<file path="src/rtl/smadc_pkg.sv">
package smadc_pkg;

  typedef enum logic [2:0] {
    ST_IDLE    = 3'd0,
    ST_START   = 3'd1,
    ST_WAIT    = 3'd2,
    ST_ENABLE  = 3'd3,
    ST_CAPTURE = 3'd4
  } seq_state_e;

  localparam logic BUF_MODE_COUNTER = 1'b0;
  localparam logic BUF_MODE_VOLT    = 1'b1;

endpackage

</file>
<file path="src/rtl/smadc_rst_sync.sv">
module smadc_rst_sync #(
  parameter int STAGES = 2
) (
  input  logic clk,
  input  logic rst_n_async,
  output logic rst_n_sync
);

  logic [STAGES-1:0] chain_q;
  logic [STAGES-1:0] chain_d;

  always_comb begin
    chain_d = {chain_q[STAGES-2:0], 1'b1};
  end

  always_ff @(posedge clk or negedge rst_n_async) begin
    if (!rst_n_async) chain_q <= '0;
    else              chain_q <= chain_d;
  end

  assign rst_n_sync = chain_q[STAGES-1];

endmodule

</file>
<file path="src/rtl/smadc_wait_timer.sv">
module smadc_wait_timer #(
  parameter int TMO_W = 16
) (
  input  logic             clk,
  input  logic             rst_n,
  input  logic             clear_i,
  input  logic             tick_i,
  input  logic [TMO_W-1:0] limit_i,
  output logic             expire_o
);

  localparam logic [TMO_W-1:0] CNT_ONE = TMO_W'(1);

  logic [TMO_W-1:0] cnt_q;
  logic [TMO_W-1:0] cnt_d;
  logic             cnt_en;
  logic             limit_on;

  assign limit_on = (limit_i != '0);
  assign cnt_en   = clear_i | tick_i;

  always_comb begin
    cnt_d = cnt_q;
    if (clear_i)     cnt_d = '0;
    else if (tick_i) cnt_d = cnt_q + CNT_ONE;
  end

  always_ff @(posedge clk or negedge rst_n) begin
    if (!rst_n)      cnt_q <= '0;
    else if (cnt_en) cnt_q <= cnt_d;
  end

  assign expire_o = tick_i && limit_on && (cnt_q == (limit_i - CNT_ONE));

  AST_CNT_BELOW_LIMIT: assert property (@(posedge clk) disable iff (!rst_n)
    (tick_i && limit_on) |-> (cnt_q < limit_i)) else $error("wait count beyond limit");

endmodule

</file>
<file path="src/rtl/smadc_seq_fsm.sv">
module smadc_seq_fsm
  import smadc_pkg::*;
(
  input  logic clk,
  input  logic rst_n,
  input  logic req_i,
  input  logic conv_end_i,
  input  logic expire_i,
  output logic accept_o,
  output logic clear_o,
  output logic tick_o,
  output logic capture_o,
  output logic abort_o,
  output logic conv_start_o,
  output logic conv_oe_o,
  output logic buf_mode_o,
  output logic busy_o
);

  seq_state_e state_q;
  seq_state_e state_d;

  always_comb begin
    state_d = state_q;
    unique case (state_q)
      ST_IDLE:    if (req_i) state_d = ST_START;
      ST_START:   state_d = ST_WAIT;
      ST_WAIT: begin
        if (conv_end_i)    state_d = ST_ENABLE;
        else if (expire_i) state_d = ST_IDLE;
      end
      ST_ENABLE:  state_d = ST_CAPTURE;
      ST_CAPTURE: state_d = ST_IDLE;
      default:    state_d = ST_IDLE;
    endcase
  end

  always_ff @(posedge clk or negedge rst_n) begin
    if (!rst_n) state_q <= ST_IDLE;
    else        state_q <= state_d;
  end

  assign accept_o     = (state_q == ST_IDLE) && req_i;
  assign clear_o      = (state_q == ST_START);
  assign tick_o       = (state_q == ST_WAIT) && !conv_end_i;
  assign abort_o      = (state_q == ST_WAIT) && !conv_end_i && expire_i;
  assign capture_o    = (state_q == ST_CAPTURE);
  assign conv_start_o = (state_q == ST_START);
  assign conv_oe_o    = (state_q == ST_ENABLE) || (state_q == ST_CAPTURE);
  assign buf_mode_o   = conv_oe_o ? BUF_MODE_VOLT : BUF_MODE_COUNTER;
  assign busy_o       = (state_q != ST_IDLE);

  AST_START_SINGLE: assert property (@(posedge clk) disable iff (!rst_n)
    conv_start_o |=> !conv_start_o) else $error("start pulse too long");
  AST_OE_FOLLOWS_END: assert property (@(posedge clk) disable iff (!rst_n)
    (state_q == ST_WAIT && conv_end_i) |=> conv_oe_o) else $error("driver enable late");
  AST_NO_START_WHILE_BUSY: assert property (@(posedge clk) disable iff (!rst_n)
    busy_o |=> !conv_start_o) else $error("start while busy");

endmodule

</file>
<file path="src/rtl/smadc_result_reg.sv">
module smadc_result_reg #(
  parameter int MAG_W = 10
) (
  input  logic             clk,
  input  logic             rst_n,
  input  logic             clr_i,
  input  logic             cap_i,
  input  logic             abort_i,
  input  logic [MAG_W-1:0] mag_i,
  input  logic             sign_i,
  output logic [MAG_W-1:0] mag_o,
  output logic             sign_o,
  output logic             valid_o,
  output logic             err_o
);

  logic [MAG_W-1:0] mag_q;
  logic             sign_q;
  logic             valid_q, valid_d;
  logic             err_q, err_d;
  logic             flag_en;

  assign flag_en = clr_i | cap_i | abort_i;

  always_comb begin
    valid_d = valid_q;
    err_d   = err_q;
    if (clr_i) begin
      valid_d = 1'b0;
      err_d   = 1'b0;
    end else begin
      if (cap_i)   valid_d = 1'b1;
      if (abort_i) err_d   = 1'b1;
    end
  end

  always_ff @(posedge clk or negedge rst_n) begin
    if (!rst_n) begin
      mag_q  <= '0;
      sign_q <= 1'b0;
    end else if (cap_i) begin
      mag_q  <= mag_i;
      sign_q <= sign_i;
    end
  end

  always_ff @(posedge clk or negedge rst_n) begin
    if (!rst_n) begin
      valid_q <= 1'b0;
      err_q   <= 1'b0;
    end else if (flag_en) begin
      valid_q <= valid_d;
      err_q   <= err_d;
    end
  end

  assign mag_o   = mag_q;
  assign sign_o  = sign_q;
  assign valid_o = valid_q;
  assign err_o   = err_q;

  AST_RESULT_HELD: assert property (@(posedge clk) disable iff (!rst_n)
    (valid_q && !clr_i) |=> (valid_q && $stable(mag_q) && $stable(sign_q)))
    else $error("result moved while valid");
  AST_ERR_VALID_EXCL: assert property (@(posedge clk) disable iff (!rst_n)
    !(valid_q && err_q)) else $error("valid and error together");

endmodule

</file>
<file path="src/rtl/smadc_capture_top.sv">
module smadc_capture_top
  import smadc_pkg::*;
#(
  parameter int MAG_W       = 10,
  parameter int TMO_W       = 16,
  parameter int SYNC_STAGES = 2
) (
  input  logic             clk,
  input  logic             rst_n,
  input  logic             req_i,
  input  logic [TMO_W-1:0] tmo_limit_i,
  input  logic             conv_end_i,
  input  logic [MAG_W-1:0] adc_mag_i,
  input  logic             adc_sign_i,
  output logic             conv_start_o,
  output logic             conv_oe_o,
  output logic             buf_mode_o,
  output logic             busy_o,
  output logic [MAG_W-1:0] res_mag_o,
  output logic             res_sign_o,
  output logic             res_valid_o,
  output logic             err_o
);

  logic rst_sync_n;
  logic accept, clear, tick, capture, abort, expire;

  smadc_rst_sync #(.STAGES(SYNC_STAGES)) rst_sync_i (
    .clk         (clk),
    .rst_n_async (rst_n),
    .rst_n_sync  (rst_sync_n)
  );

  smadc_seq_fsm fsm_i (
    .clk          (clk),
    .rst_n        (rst_sync_n),
    .req_i        (req_i),
    .conv_end_i   (conv_end_i),
    .expire_i     (expire),
    .accept_o     (accept),
    .clear_o      (clear),
    .tick_o       (tick),
    .capture_o    (capture),
    .abort_o      (abort),
    .conv_start_o (conv_start_o),
    .conv_oe_o    (conv_oe_o),
    .buf_mode_o   (buf_mode_o),
    .busy_o       (busy_o)
  );

  smadc_wait_timer #(.TMO_W(TMO_W)) timer_i (
    .clk      (clk),
    .rst_n    (rst_sync_n),
    .clear_i  (clear),
    .tick_i   (tick),
    .limit_i  (tmo_limit_i),
    .expire_o (expire)
  );

  smadc_result_reg #(.MAG_W(MAG_W)) result_i (
    .clk     (clk),
    .rst_n   (rst_sync_n),
    .clr_i   (accept),
    .cap_i   (capture),
    .abort_i (abort),
    .mag_i   (adc_mag_i),
    .sign_i  (adc_sign_i),
    .mag_o   (res_mag_o),
    .sign_o  (res_sign_o),
    .valid_o (res_valid_o),
    .err_o   (err_o)
  );

  AST_MODE_DURING_OE: assert property (@(posedge clk) disable iff (!rst_sync_n)
    conv_oe_o |-> (buf_mode_o == BUF_MODE_VOLT)) else $error("buffer not in voltmeter use");
  AST_CAPTURE_IN_WINDOW: assert property (@(posedge clk) disable iff (!rst_sync_n)
    capture |-> (conv_oe_o && buf_mode_o == BUF_MODE_VOLT)) else $error("capture outside window");
  AST_OE_DROP_AFTER_CAPTURE: assert property (@(posedge clk) disable iff (!rst_sync_n)
    $rose(res_valid_o) |-> (!conv_oe_o && !busy_o)) else $error("drivers held after capture");

endmodule

</file>
<file path="config.mk">
export PLATFORM = sky130hd
export DESIGN_NAME = smadc_capture_top
export DESIGN_NICKNAME = d
export VERILOG_FILES = /design/src/rtl/smadc_pkg.sv /design/src/rtl/smadc_rst_sync.sv /design/src/rtl/smadc_wait_timer.sv /design/src/rtl/smadc_seq_fsm.sv /design/src/rtl/smadc_result_reg.sv /design/src/rtl/smadc_capture_top.sv
export SDC_FILE = /design/constraint.sdc
export NUM_CORES = 1
export LEC_CHECK = 0
export BUFFER_PORTS_ARGS = -buffer_cell sky130_fd_sc_hd__buf_4
export CAP_MARGIN = 20
export CORE_ASPECT_RATIO = 0.6
export CORE_MARGIN = 2
export CORE_UTILIZATION = 58
export DETAILED_ROUTE_END_ITERATION = 16
export MAX_ROUTING_LAYER = met4
export PLACE_DENSITY = 0.85
export RECOVER_POWER = 25
export REMOVE_ABC_BUFFERS = 1
export SKIP_CTS_REPAIR_TIMING = 1
export SYNTH_ARGS = -nofsm -noshare
export SYNTH_HDL_FRONTEND = slang
export SYNTH_SLANG_ARGS = --single-unit
</file>
<file path="constraint.sdc">
create_clock -name clk -period 4.5 [get_ports clk]
set_input_delay 0.225 -clock clk [delete_from_list [all_inputs] [get_ports clk]]
set_output_delay 0.225 -clock clk [all_outputs]
set_load 0.02 [all_outputs]
</file>
==> run metrics <==
Filler Cell Count=roughly 250; Die H=49.9 um; number of synthesized flops with an enable pin=0; Critical Path Source Type=input port; design area=2550 um2; internal power=0.786 mW; switching portion of total power=34.7%; Comb power frac=38.5%; Layout area overhead=25.1%; slowest cell on the critical path=or4_4; Worst setup EP type=register; Core Area=between 3000 and 4000 um2; CTS tree=yes; adder-cell share of the synthesized area=1.23%; Maximum Capacitance Violations=0; PwrDens=~470 nW/um2; crit-path max cell delay=0.55 ns; Slew Viols, Final=0; area post-placement=2430 um2; XOR/XNOR Fraction of Synth Area=14.6%; Final ANT Viol Nets=0; Synth Area in Compound Gates=between 8 and 9%; Crit Path Class=in -> reg; RSZ-0062 raised after global routing=false; worst slew pin tran=1.28 ns; Setup TNS Final=0 ns; simple-gate share of the synthesized area=between 20% and 30%; required time worst endpoint=4.66 ns; share of cells above drive strength 1=32.3%; clock-pin slew on the worst setup and hold paths=approximately 0.070 ns; Clock Latency Late Sink=0.28 ns; Placement Setup Slack=1.94 ns; Worst EP arrival=2.41 ns; Overflow after GRT=0; vias post-DR=1687; Yosys warning total=0; Final setup viols=0; largest net degree at the start of global routing=25; Buf/Inv on CP=2; # clock sinks=34; Min-Delay Path Class=reg -> async; Seq/Total Area, Yosys=41.8%; Clock power frac=23.7%; Crit Path Max Fanout=5; switching pwr=about 0.42 mW; Post-synth ARST share=100%; PortBufs=47; number of global-route vias before repair=1583; mux contribution to synthesized area=under 10%; nets=around 280; antenna violations before repair=0; post-route minimum period=2.25 ns; antenna cells=0; Post-Syn Area=2040 um2; Max clock buf depth=2; clk_skew=0.00580 ns; Post-Syn Instances=201; Avg Cell Area, Syn=10.1 um2; Die X=80.5 um; Starting Density=61.7%; Initial DRC Count=154; Num CTS Buffers=5; clk root buf=clkbuf_8; largest family of logic cells by synthesized area=simple AND/OR/NAND/NOR gates; Row Count=16; Worst VDD drop=0.000426 V; Placer Congestion=0.977; relative contribution of sequential cells to total power=37.9%; Initial DRT Pass Iterations=4; I/O pins=48; setup ws final=2.25 ns; Unique masters post-synth=53; Tcrit/Tclk final=50.1%; WL per Instance=approximately 15 um; CTS H-Tree Depth=2; CP Cell Sequence=buf_4 -> inv_1 -> ha_1 -> or3b_4 -> or4_4 -> xnor2_1 -> a221o_2 -> a2111oi_2 -> nor3_1; Reg2Reg Setup Slack=roughly 2.3 ns; hold slack=0.142 ns; CP top delay family=simple AND/OR/NAND/NOR gates; DRC=0; Total Wirelength=4580 um; vias per inst=5.70; most frequent cells in the layout=buf_4 (48), dfrtp_1 (34), nor2_1 (22); total die area=4020 um2; Multi-input gate area=1130 um2; dominant synthesized flop cell=dfrtp_1; leakage power total=1.18 nW; FF/Latch Area=about 850 um2; Final Hold Fails=0; Relative slew margins=14.7%; #FFs+latches synth=34; status=complete, no violations; Post-DP HPWL=3380 um; commonest non-fill, non-tap cell in the layout=buf_4; global-route wire length before repair=around 7700 um; f_max=about 0.44 GHz; Global Route Usage Sum=26.1%
## power groups by stage
stage	clock network, mW	logic (mW)	registers [mW]
after floorplan	0	0.204	0.513
after global placement	0	0.453	0.454
after detailed placement	0	0.462	0.459
after CTS	0.293	0.466	0.455
after global routing	0.312	0.497	0.467
final	0.285	0.463	0.456
## per-stage QoR
| step | cells | utilization (%) | power, mW |
|---|---|---|---|
| after floorplan | 193 | - | 0.717 |
| after global placement | 288 | 73.6 | 0.908 |
| after detailed placement | 288 | 73.6 | 0.921 |
| after CTS | 295 | 77.0 | 1.21 |
| after global routing | 296 | 77.1 | 1.28 |
| final | 296 | 77.1 | 1.20 |
## final timing paths
path | end | startpoint | cells after the start
setup / recovery | fsm_i.state_q[1] | tmo_limit_i[0] | 9
hold / removal | timer_i.cnt_q[6] | rst_sync_i.chain_q[1] | 0
setup reg to reg | timer_i.cnt_q[15] | fsm_i.state_q[2] | 5
hold reg to reg | timer_i.cnt_q[6] | rst_sync_i.chain_q[1] | 0
max in group asynchronous | result_i.mag_o[2] | rst_sync_i.chain_q[1] | 1
min in group clk | result_i.mag_o[3] | adc_mag_i[3] | 2
## worst register-to-register path, cell delays in order, from the launching register on
cell and delay [ns]:
dfrtp_1 0.47, nor4b_4 0.53, and4_1 0.35, nand3_1 0.23, or3_1 0.41, a21oi_1 0.15
## flip-flops by register name (all words and copies together) (netlist names)
name,count
rst_sync_i.chain_q,2
result_i.mag_o,10
fsm_i.state_q,3
timer_i.cnt_q,16
result_i.err_o,1
result_i.valid_o,1
result_i.sign_o,1
## logic make-up (layout without fill, tap and decap cells)
logic type	Yosys count	count (layout)
AO/OA/AOI/OAI	21	21
XOR/XNOR	34	34
adder cells (fa/ha/maj)	2	2
buffers and inverters	12	62
flip-flops	34	34
multiplexers	13	13
other	1	1
AND/OR/NAND/NOR	84	84
## synth_stat cells, types with 2 or more instances
cell / instances / share of area (%)
clkbuf_1: 6 / 1.1
xnor2_1: 16 / 6.9
nor4_1: 4 / 1.2
and3_1: 7 / 2.1
nand2_1: 11 / 2.0
or4_1: 2 / 0.74
a21oi_1: 2 / 0.49
inv_1: 4 / 0.74
and4_1: 2 / 0.86
or3_1: 4 / 1.2
xor2_1: 18 / 7.7
o21a_1: 2 / 0.74
nor3_1: 6 / 1.5
or4_4: 3 / 1.7
nand3_1: 7 / 1.7
nor3b_1: 3 / 1.1
a21o_1: 2 / 0.74
mux2_2: 11 / 6.1
ha_1: 2 / 1.2
nor2_1: 22 / 4.1
dfrtp_1: 34 / 42
mux2i_1: 2 / 0.98
## per-layer routing
metal / routed length, um / vias to the layer above / GRT usage [%]
li1: - / 812 / -
met1: 2170 / 816 / 40.1
met2: 2040 / 57 / 35.1
met3: 362 / 2 / 6.78
met4: 12 / 0 / 4.24
met5: 0 / - / -
## layout make-up
cell class | instances | area share [%]
Sequential cell | 34 | 33.4
Inverter | 4 | 0.589
Clock buffer | 6 | 3.24
Tap cell | 45 | 2.21
Clock inverter | 1 | 1.18
Timing Repair Buffer | 51 | 14.8
Multi-Input combinational cell | 155 | 44.5
No activity file was read; power rests on OpenSTA's default activity.
